`src/rtl/ps2_pkg.sv`:
```
package ps2_pkg;
    localparam int FRAME_BITS = 11;
    localparam int CNT_W      = $clog2(FRAME_BITS);
    localparam int TX_BITS    = 10;

    typedef struct packed {
        logic abort_req;
        logic tx_en;
        logic rx_en;
    } ctrl_t;

    typedef struct packed {
        logic err;
        logic aborted;
        logic done;
    } stat_t;

    typedef enum logic [1:0] {TX_IDLE, TX_HOLD, TX_SEND, TX_END} tx_state_t;

    localparam logic [1:0] ADDR_CTRL = 2'd0;
    localparam logic [1:0] ADDR_STAT = 2'd1;
    localparam logic [1:0] ADDR_DATA = 2'd2;

    function automatic logic odd_par(input logic [7:0] b);
        return ~^b;
    endfunction
endpackage

```
`src/rtl/ps2_sync.sv`:
```
module ps2_sync #(
    parameter int W = 2
) (
    input  logic         clk,
    input  logic         rst,
    input  logic [W-1:0] raw,
    output logic [W-1:0] level,
    output logic [W-1:0] fell
);
    logic [W-1:0] s1, s2, s3;

    always_ff @(posedge clk) begin
        if (rst) begin
            s1 <= '1;
            s2 <= '1;
            s3 <= '1;
        end else begin
            s1 <= raw;
            s2 <= s1;
            s3 <= s2;
        end
    end

    assign level = s2;
    assign fell  = s3 & ~s2;
endmodule

```
`src/rtl/ps2_rx.sv`:
```
module ps2_rx
    import ps2_pkg::*;
(
    input  logic       clk,
    input  logic       rst,
    input  logic       en,
    input  logic       fall,
    input  logic       dat,
    output logic       done,
    output logic [7:0] rx_byte,
    output logic       rx_err
);
    logic [FRAME_BITS-1:0] sr;
    logic [CNT_W-1:0]      cnt;
    logic                  held;

    always_ff @(posedge clk) begin
        if (rst || !en) begin
            sr   <= '0;
            cnt  <= '0;
            held <= 1'b0;
            done <= 1'b0;
        end else begin
            done <= 1'b0;
            if (fall && !held) begin
                sr <= {dat, sr[FRAME_BITS-1:1]};
                if (cnt == CNT_W'(FRAME_BITS - 1)) begin
                    cnt  <= '0;
                    done <= 1'b1;
                    held <= 1'b1;
                end else begin
                    cnt <= cnt + 1'b1;
                end
            end
        end
    end

    assign rx_byte = sr[8:1];
    assign rx_err  = (sr[9] != odd_par(sr[8:1])) | ~sr[10];


    rx_cnt_range_chk: assert property (@(posedge clk) disable iff (rst)
        cnt <= CNT_W'(FRAME_BITS - 1));
endmodule

```
`src/rtl/ps2_tx.sv`:
```
module ps2_tx
    import ps2_pkg::*;
#(
    parameter int INHIBIT_CYCLES = 5000
) (
    input  logic       clk,
    input  logic       rst,
    input  logic       en,
    input  logic       fall,
    input  logic       dat,
    input  logic [7:0] tx_byte,
    output logic       clk_low,
    output logic       dat_low,
    output logic       done,
    output logic       ack_err
);
    localparam int WAIT_W = $clog2(INHIBIT_CYCLES + 1);

    tx_state_t         state;
    logic [WAIT_W-1:0] wcnt;
    logic [CNT_W-1:0]  bcnt;
    logic [TX_BITS-1:0] payload;

    assign payload = {1'b1, odd_par(tx_byte), tx_byte};
    assign clk_low = (state != TX_SEND);

    always_ff @(posedge clk) begin
        if (rst || !en) begin
            state   <= TX_IDLE;
            wcnt    <= '0;
            bcnt    <= '0;
            dat_low <= 1'b0;
            done    <= 1'b0;
            ack_err <= 1'b0;
        end else begin
            done <= 1'b0;
            case (state)
                TX_IDLE: begin
                    state <= TX_HOLD;
                    wcnt  <= '0;
                end
                TX_HOLD: begin
                    if (wcnt == WAIT_W'(INHIBIT_CYCLES - 1)) begin
                        state   <= TX_SEND;
                        dat_low <= 1'b1;
                        bcnt    <= '0;
                    end else begin
                        wcnt <= wcnt + 1'b1;
                    end
                end
                TX_SEND: begin
                    if (fall) begin
                        if (bcnt == CNT_W'(TX_BITS)) begin
                            ack_err <= dat;
                            done    <= 1'b1;
                            dat_low <= 1'b0;
                            state   <= TX_END;
                        end else begin
                            dat_low <= ~payload[bcnt];
                            bcnt    <= bcnt + 1'b1;
                        end
                    end
                end
                default: ;
            endcase
        end
    end


    tx_hold_quiet_chk: assert property (@(posedge clk) disable iff (rst)
        (state == TX_HOLD) |-> !dat_low);


    tx_done_once_chk: assert property (@(posedge clk) disable iff (rst)
        done |=> !done);
endmodule

```
`src/rtl/ps2_host_port.sv`:
```
module ps2_host_port
    import ps2_pkg::*;
#(
    parameter int INHIBIT_CYCLES = 5000
) (
    input  logic       clk,
    input  logic       rst,
    input  logic [1:0] reg_addr,
    input  logic       wr_en,
    input  logic [7:0] wr_data,
    output logic [7:0] rd_data,
    input  logic       ps2_clk_in,
    input  logic       ps2_dat_in,
    output logic       clk_pull_low,
    output logic       dat_pull_low
);
    ctrl_t      ctrl_q;
    stat_t      stat_q;
    logic [7:0] shift_q;

    logic [1:0] lvl, fell;
    logic       rx_done, rx_err, tx_done, ack_err, tx_clk_low, tx_dat_low;
    logic [7:0] rx_byte;

    ps2_sync #(.W(2)) u_sync (
        .clk   (clk),
        .rst   (rst),
        .raw   ({ps2_dat_in, ps2_clk_in}),
        .level (lvl),
        .fell  (fell)
    );

    ps2_rx u_rx (
        .clk     (clk),
        .rst     (rst),
        .en      (ctrl_q.rx_en),
        .fall    (fell[0]),
        .dat     (lvl[1]),
        .done    (rx_done),
        .rx_byte (rx_byte),
        .rx_err  (rx_err)
    );

    ps2_tx #(.INHIBIT_CYCLES(INHIBIT_CYCLES)) u_tx (
        .clk     (clk),
        .rst     (rst),
        .en      (ctrl_q.tx_en),
        .fall    (fell[0]),
        .dat     (lvl[1]),
        .tx_byte (shift_q),
        .clk_low (tx_clk_low),
        .dat_low (tx_dat_low),
        .done    (tx_done),
        .ack_err (ack_err)
    );

    logic  ctrl_wr, busy, abort_req, start_tx, start_rx;
    ctrl_t wr_ctrl;

    assign wr_ctrl   = ctrl_t'(wr_data[2:0]);
    assign ctrl_wr   = wr_en && (reg_addr == ADDR_CTRL);
    assign busy      = ctrl_q.rx_en | ctrl_q.tx_en;
    assign abort_req = ctrl_wr && (wr_ctrl.abort_req || (wr_data[2:0] == 3'b000 && busy));
    assign start_tx  = ctrl_wr && !busy && !wr_ctrl.abort_req && wr_ctrl.tx_en;
    assign start_rx  = ctrl_wr && !busy && !wr_ctrl.abort_req && !wr_ctrl.tx_en && wr_ctrl.rx_en;

    always_ff @(posedge clk) begin
        if (rst) begin
            ctrl_q  <= '0;
            stat_q  <= '0;
            shift_q <= '0;
        end else begin
            if (abort_req) begin
                ctrl_q <= '0;
                stat_q <= '{err: 1'b0, aborted: 1'b1, done: 1'b1};
            end else if (start_tx) begin
                ctrl_q.tx_en <= 1'b1;
                stat_q       <= '0;
            end else if (start_rx) begin
                ctrl_q.rx_en <= 1'b1;
                stat_q       <= '0;
            end else if (rx_done && ctrl_q.rx_en) begin
                ctrl_q.rx_en <= 1'b0;
                stat_q       <= '{err: rx_err, aborted: 1'b0, done: 1'b1};
                shift_q      <= rx_byte;
            end else if (tx_done && ctrl_q.tx_en) begin
                ctrl_q.tx_en <= 1'b0;
                stat_q       <= '{err: ack_err, aborted: 1'b0, done: 1'b1};
            end
            if (wr_en && reg_addr == ADDR_DATA && !busy) begin
                shift_q <= wr_data;
            end
        end
    end

    assign clk_pull_low = ctrl_q.tx_en ? tx_clk_low : ~ctrl_q.rx_en;
    assign dat_pull_low = ctrl_q.tx_en & tx_dat_low;

    always_comb begin
        case (reg_addr)
            ADDR_CTRL: rd_data = {6'b0, ctrl_q.tx_en, ctrl_q.rx_en};
            ADDR_STAT: rd_data = {5'b0, stat_q};
            ADDR_DATA: rd_data = shift_q;
            default:   rd_data = 8'h00;
        endcase
    end


    enables_exclusive_chk: assert property (@(posedge clk) disable iff (rst)
        !(ctrl_q.rx_en && ctrl_q.tx_en));


    rx_selfclear_chk: assert property (@(posedge clk) disable iff (rst)
        (rx_done && ctrl_q.rx_en && !abort_req) |=> (!ctrl_q.rx_en && stat_q.done && clk_pull_low));


    abort_result_chk: assert property (@(posedge clk) disable iff (rst)
        abort_req |=> (stat_q.done && stat_q.aborted && !busy && clk_pull_low && !dat_pull_low));


    start_clears_chk: assert property (@(posedge clk) disable iff (rst)
        (start_tx || start_rx) |=> (stat_q == '0));
endmodule

```
`config.mk`:
```
export PLATFORM = sky130hd
export DESIGN_NAME = ps2_host_port
export DESIGN_NICKNAME = d
export VERILOG_FILES = /design/src/rtl/ps2_pkg.sv /design/src/rtl/ps2_sync.sv /design/src/rtl/ps2_rx.sv /design/src/rtl/ps2_tx.sv /design/src/rtl/ps2_host_port.sv
export SDC_FILE = /design/constraint.sdc
export NUM_CORES = 1
export LEC_CHECK = 0
export CORE_MARGIN = 3
export CORE_UTILIZATION = 62
export DETAILED_ROUTE_END_ITERATION = 16
export GPL_TIMING_DRIVEN = 0
export PLACE_DENSITY = 0.94
export SLEW_MARGIN = 25
export SYNTH_ARGS = -nofsm -noshare
export SYNTH_HDL_FRONTEND = slang
export SYNTH_SLANG_ARGS = --single-unit
```
`constraint.sdc`:
```
create_clock -name clk -period 4.9 [get_ports clk]
set_input_delay 0.98 -clock clk [delete_from_list [all_inputs] [get_ports clk]]
set_output_delay 0.98 -clock clk [all_outputs]
set_load 0.02 [all_outputs]
```
==> qor.yml <==
status:
  status: "completed"
drt:
  vias: 2567
  wl_met3_um: 372
  antenna_left: 0
  wirelength_met1_um: 2930
  drt-wirelength-per-cell_um: 15.3
  remaining_drc_errors: 0
  route.met2.wl_um: 3090
  first_pass_iters: 5
  dr.max_layer_used: "met4"
  drtIter0Drc: 259
  viasPerCell: 6.04
  drt_wl_total_um: 6510
min_path:
  min_from: "u_sync.s1[1]"
  hold_class: "reg2reg"
worst_setup_path:
  worst_path_most_repeated_cell: "clkdlybuf4s50_1"
  crit_path_end_kind: "output pin"
  crit_chain: "clkdlybuf4s50_1, nor2b_1, clkbuf_1, and2_1, clkdlybuf4s50_1"
  slowest_stage: "clkdlybuf4s50_1"
  critical-path-top-delay-family: "buffers and inverters"
  critical_path_class: "in2out"
  cp-startpoint: "reg_addr[1]"
  setup.worst_path.start_class: "primary input"
  reg2reg_from: "u_tx.wcnt[0]"
  critPathMaxStageDelay_ns: 0.62
  arrival_ns: 2.74
  cp.required_ns: 3.92
  crit_fanout: 9
  cp.buffers_inverters: 3
sta:
  tns_ns: 0
  relSlewSlack: 0.593
  hold_violations: 0
  max_slew.worst_pin.slew_ns: 0.609
  setup_viol: 0
  max_freq_mhz: 268
  fin_crit_sh: 0.760
  fin_crit_ns: 3.72
  setup_ws_ns: 1.18
  rsz0062_at_grt: "no"
  clock-skew-final_ns: 0.0144
  drv_slew: 0
yosys:
  synth_top_area_share: 0.392
  ys.flop_type: "dfxtp_1"
  ys_seq_elements: 56
  yosysTopAreaCell: "dfxtp_1"
  synth_fp_nets: 363
  synthCells: 341
  synth_cell_types: 47
  yosysWarningCount: 0
  synth_edf_count: 0
  synthArstFlopShare: 0
  syn_area_per_cell_um2: 8.40
  synth_seq_area_share: 0.392
  synth_area_leaders: "dfxtp_1 39%, nand2_1 5.8%, nor2_1 5.0%, a21oi_1 4.5%, mux2i_1 4.5%"
  syn_area_um2: 2860
clock_tree:
  cts_tree: "built"
  postCtsSetupBuffers: 0
  cts_hold_buf: 0
  htree_levels: 2
  clkSlewWorstSetupHoldPaths_ns: 0.09
  cts_buffers: 5
  clkSinkCount: 56
  cts_resized: 0
  cts.path.max_buffers: 2
  worstSkewPairLatency_ns: 0.32
  root_buffer: "clkbuf_8"
placed_design:
  hpwlAfterDp_um: 4920
  pre_cts_slack_ns: 1.17
  portBuffers: 24
  gp_congestion: 0.848
final_layout:
  area_delta_synth_final_pct: 13.8
  diodes: 0
  final_net_count: 394
  fin_util: 0.738
  drive_gt1_frac: 0.0724
die:
  core_um2: 4410
  rows: 24
  io_pins: 25
  die_x_um: 74.0
  die_area_um2: 5470
  initial_utilization: 0.649
  die_height_um: 74.0
grt:
  grt_remaining_overflow: 0
  grt_start_max_net_pins: 19
  grt_pass1_wl_um: 10700
  track_usage: 0.253
  grt_pass1_vias: 2301
  antenna_found_initial: 0
job:
  drv_cap: 0
power:
  p_total_uw: 785
  powerDensity_nw_per_um2: 241
  ir_drop_mv: 0.230
  p_leak_uw: 0.00106
[final cells by class]
cell class | count | area [um^2]
timing repair buffer | 24 | 240
clock inverter | 3 | 21.3
buffer | 15 | 58.8
multi-input combinational | 261 | 1650
clock buffer | 5 | 68.8
fill | 326 | 1160
tap | 52 | 65.1
sequential | 56 | 1120
inverter | 9 | 33.8
[metal layers]
| layer | track usage | up-vias |
|---|---|---|
| met5 | 0 | - |
| li1 | - | 1252 |
| met4 | 0.103 | 0 |
| met2 | 0.400 | 95 |
| met1 | 0.346 | 1206 |
| met3 | 0.0432 | 14 |
[cell usage in the layout, fill, tap and decap left out, drive strengths merged, types with 2 or more instances in the layout]
| master | instances |
|---|---|
| o31ai | 2 |
| buf | 2 |
| and2 | 7 |
| xor2 | 7 |
| and4 | 2 |
| nor4 | 3 |
| xnor2 | 13 |
| nand4 | 5 |
| or4b | 2 |
| o31a | 2 |
| nor2 | 38 |
| mux4 | 2 |
| mux2i | 13 |
| nand2b | 5 |
| nand3 | 9 |
| clkdlybuf4s50 | 24 |
| clkbuf | 18 |
| a21oi | 26 |
| o21ai | 14 |
| nand2 | 45 |
| nor2b | 8 |
| inv | 10 |
| nor3 | 8 |
| nand3b | 4 |
| or2 | 7 |
| a211oi | 11 |
| dfxtp | 56 |
| and3 | 4 |
| ha | 7 |
| nor3b | 2 |
[per-stage QoR]
| stage | area, um^2 | cells | hold WS (ns) |
|---|---|---|---|
| 6_report | 3260 | 425 | 0.418 |
| 4_1_cts | 3260 | 425 | 0.422 |
| 5_1_grt | 3260 | 425 | 0.448 |
| 3_3_place_gp | 3170 | 417 | 0.393 |
| 2_1_floorplan | 2860 | 341 | 0.389 |
| 3_5_place_dp | 3170 | 417 | 0.401 |
[where the power goes]
part	switching, uW	total (uW)	leakage, uW	internal (uW)
registers	6.04	467	0.000453	461
logic	28.5	58.7	0.000566	30.1
clock network	158	259	0.0000445	102
total	192	785	0.00106	593
[Yosys cell counts, types with 3 or more instances]
library cell	n
dfxtp_1	56
or2_2	7
nand3_1	9
nand2_1	44
and3_1	4
clkbuf_1	13
a211oi_1	11
xnor2_1	13
inv_1	9
a21oi_1	26
nand4_1	5
nor2_1	38
xor2_1	7
nor4_1	3
mux2i_1	13
nor2b_1	8
o21ai_0	14
nor3_1	8
nand2b_1	5
and2_1	7
nand3b_1	4
ha_1	7
[final timing paths]
kind	cells past startpoint	slack (ns)	endpoint
setup / recovery	5	1.18	rd_data[3]
hold / removal	1	0.42	u_sync.level[1]
hold reg to reg	1	0.42	u_sync.level[1]
setup reg to reg	6	2.67	u_tx.bcnt[3]
[flip-flops by register name, summed over array words and instances (netlist names), 2 cells and up]
register,cells
ctrl_q,2
shift_q,8
stat_q,3
u_rx.cnt,4
u_rx.sr,10
u_sync.level,2
u_sync.s1,2
u_tx.bcnt,4
u_tx.state,2
u_tx.wcnt,13
[logic make-up after synthesis]
| logic type | count (synthesis) | share of synthesized area |
|---|---|---|
| xor+xnor | 21 | 0.0691 |
| buf+inv | 24 | 0.0323 |
| mux | 16 | 0.0651 |
| simple gates | 152 | 0.265 |
| fa+ha+maj | 7 | 0.0306 |
| compound gates | 65 | 0.146 |
| flops | 56 | 0.392 |
No activity file was read; power rests on OpenSTA's default activity.
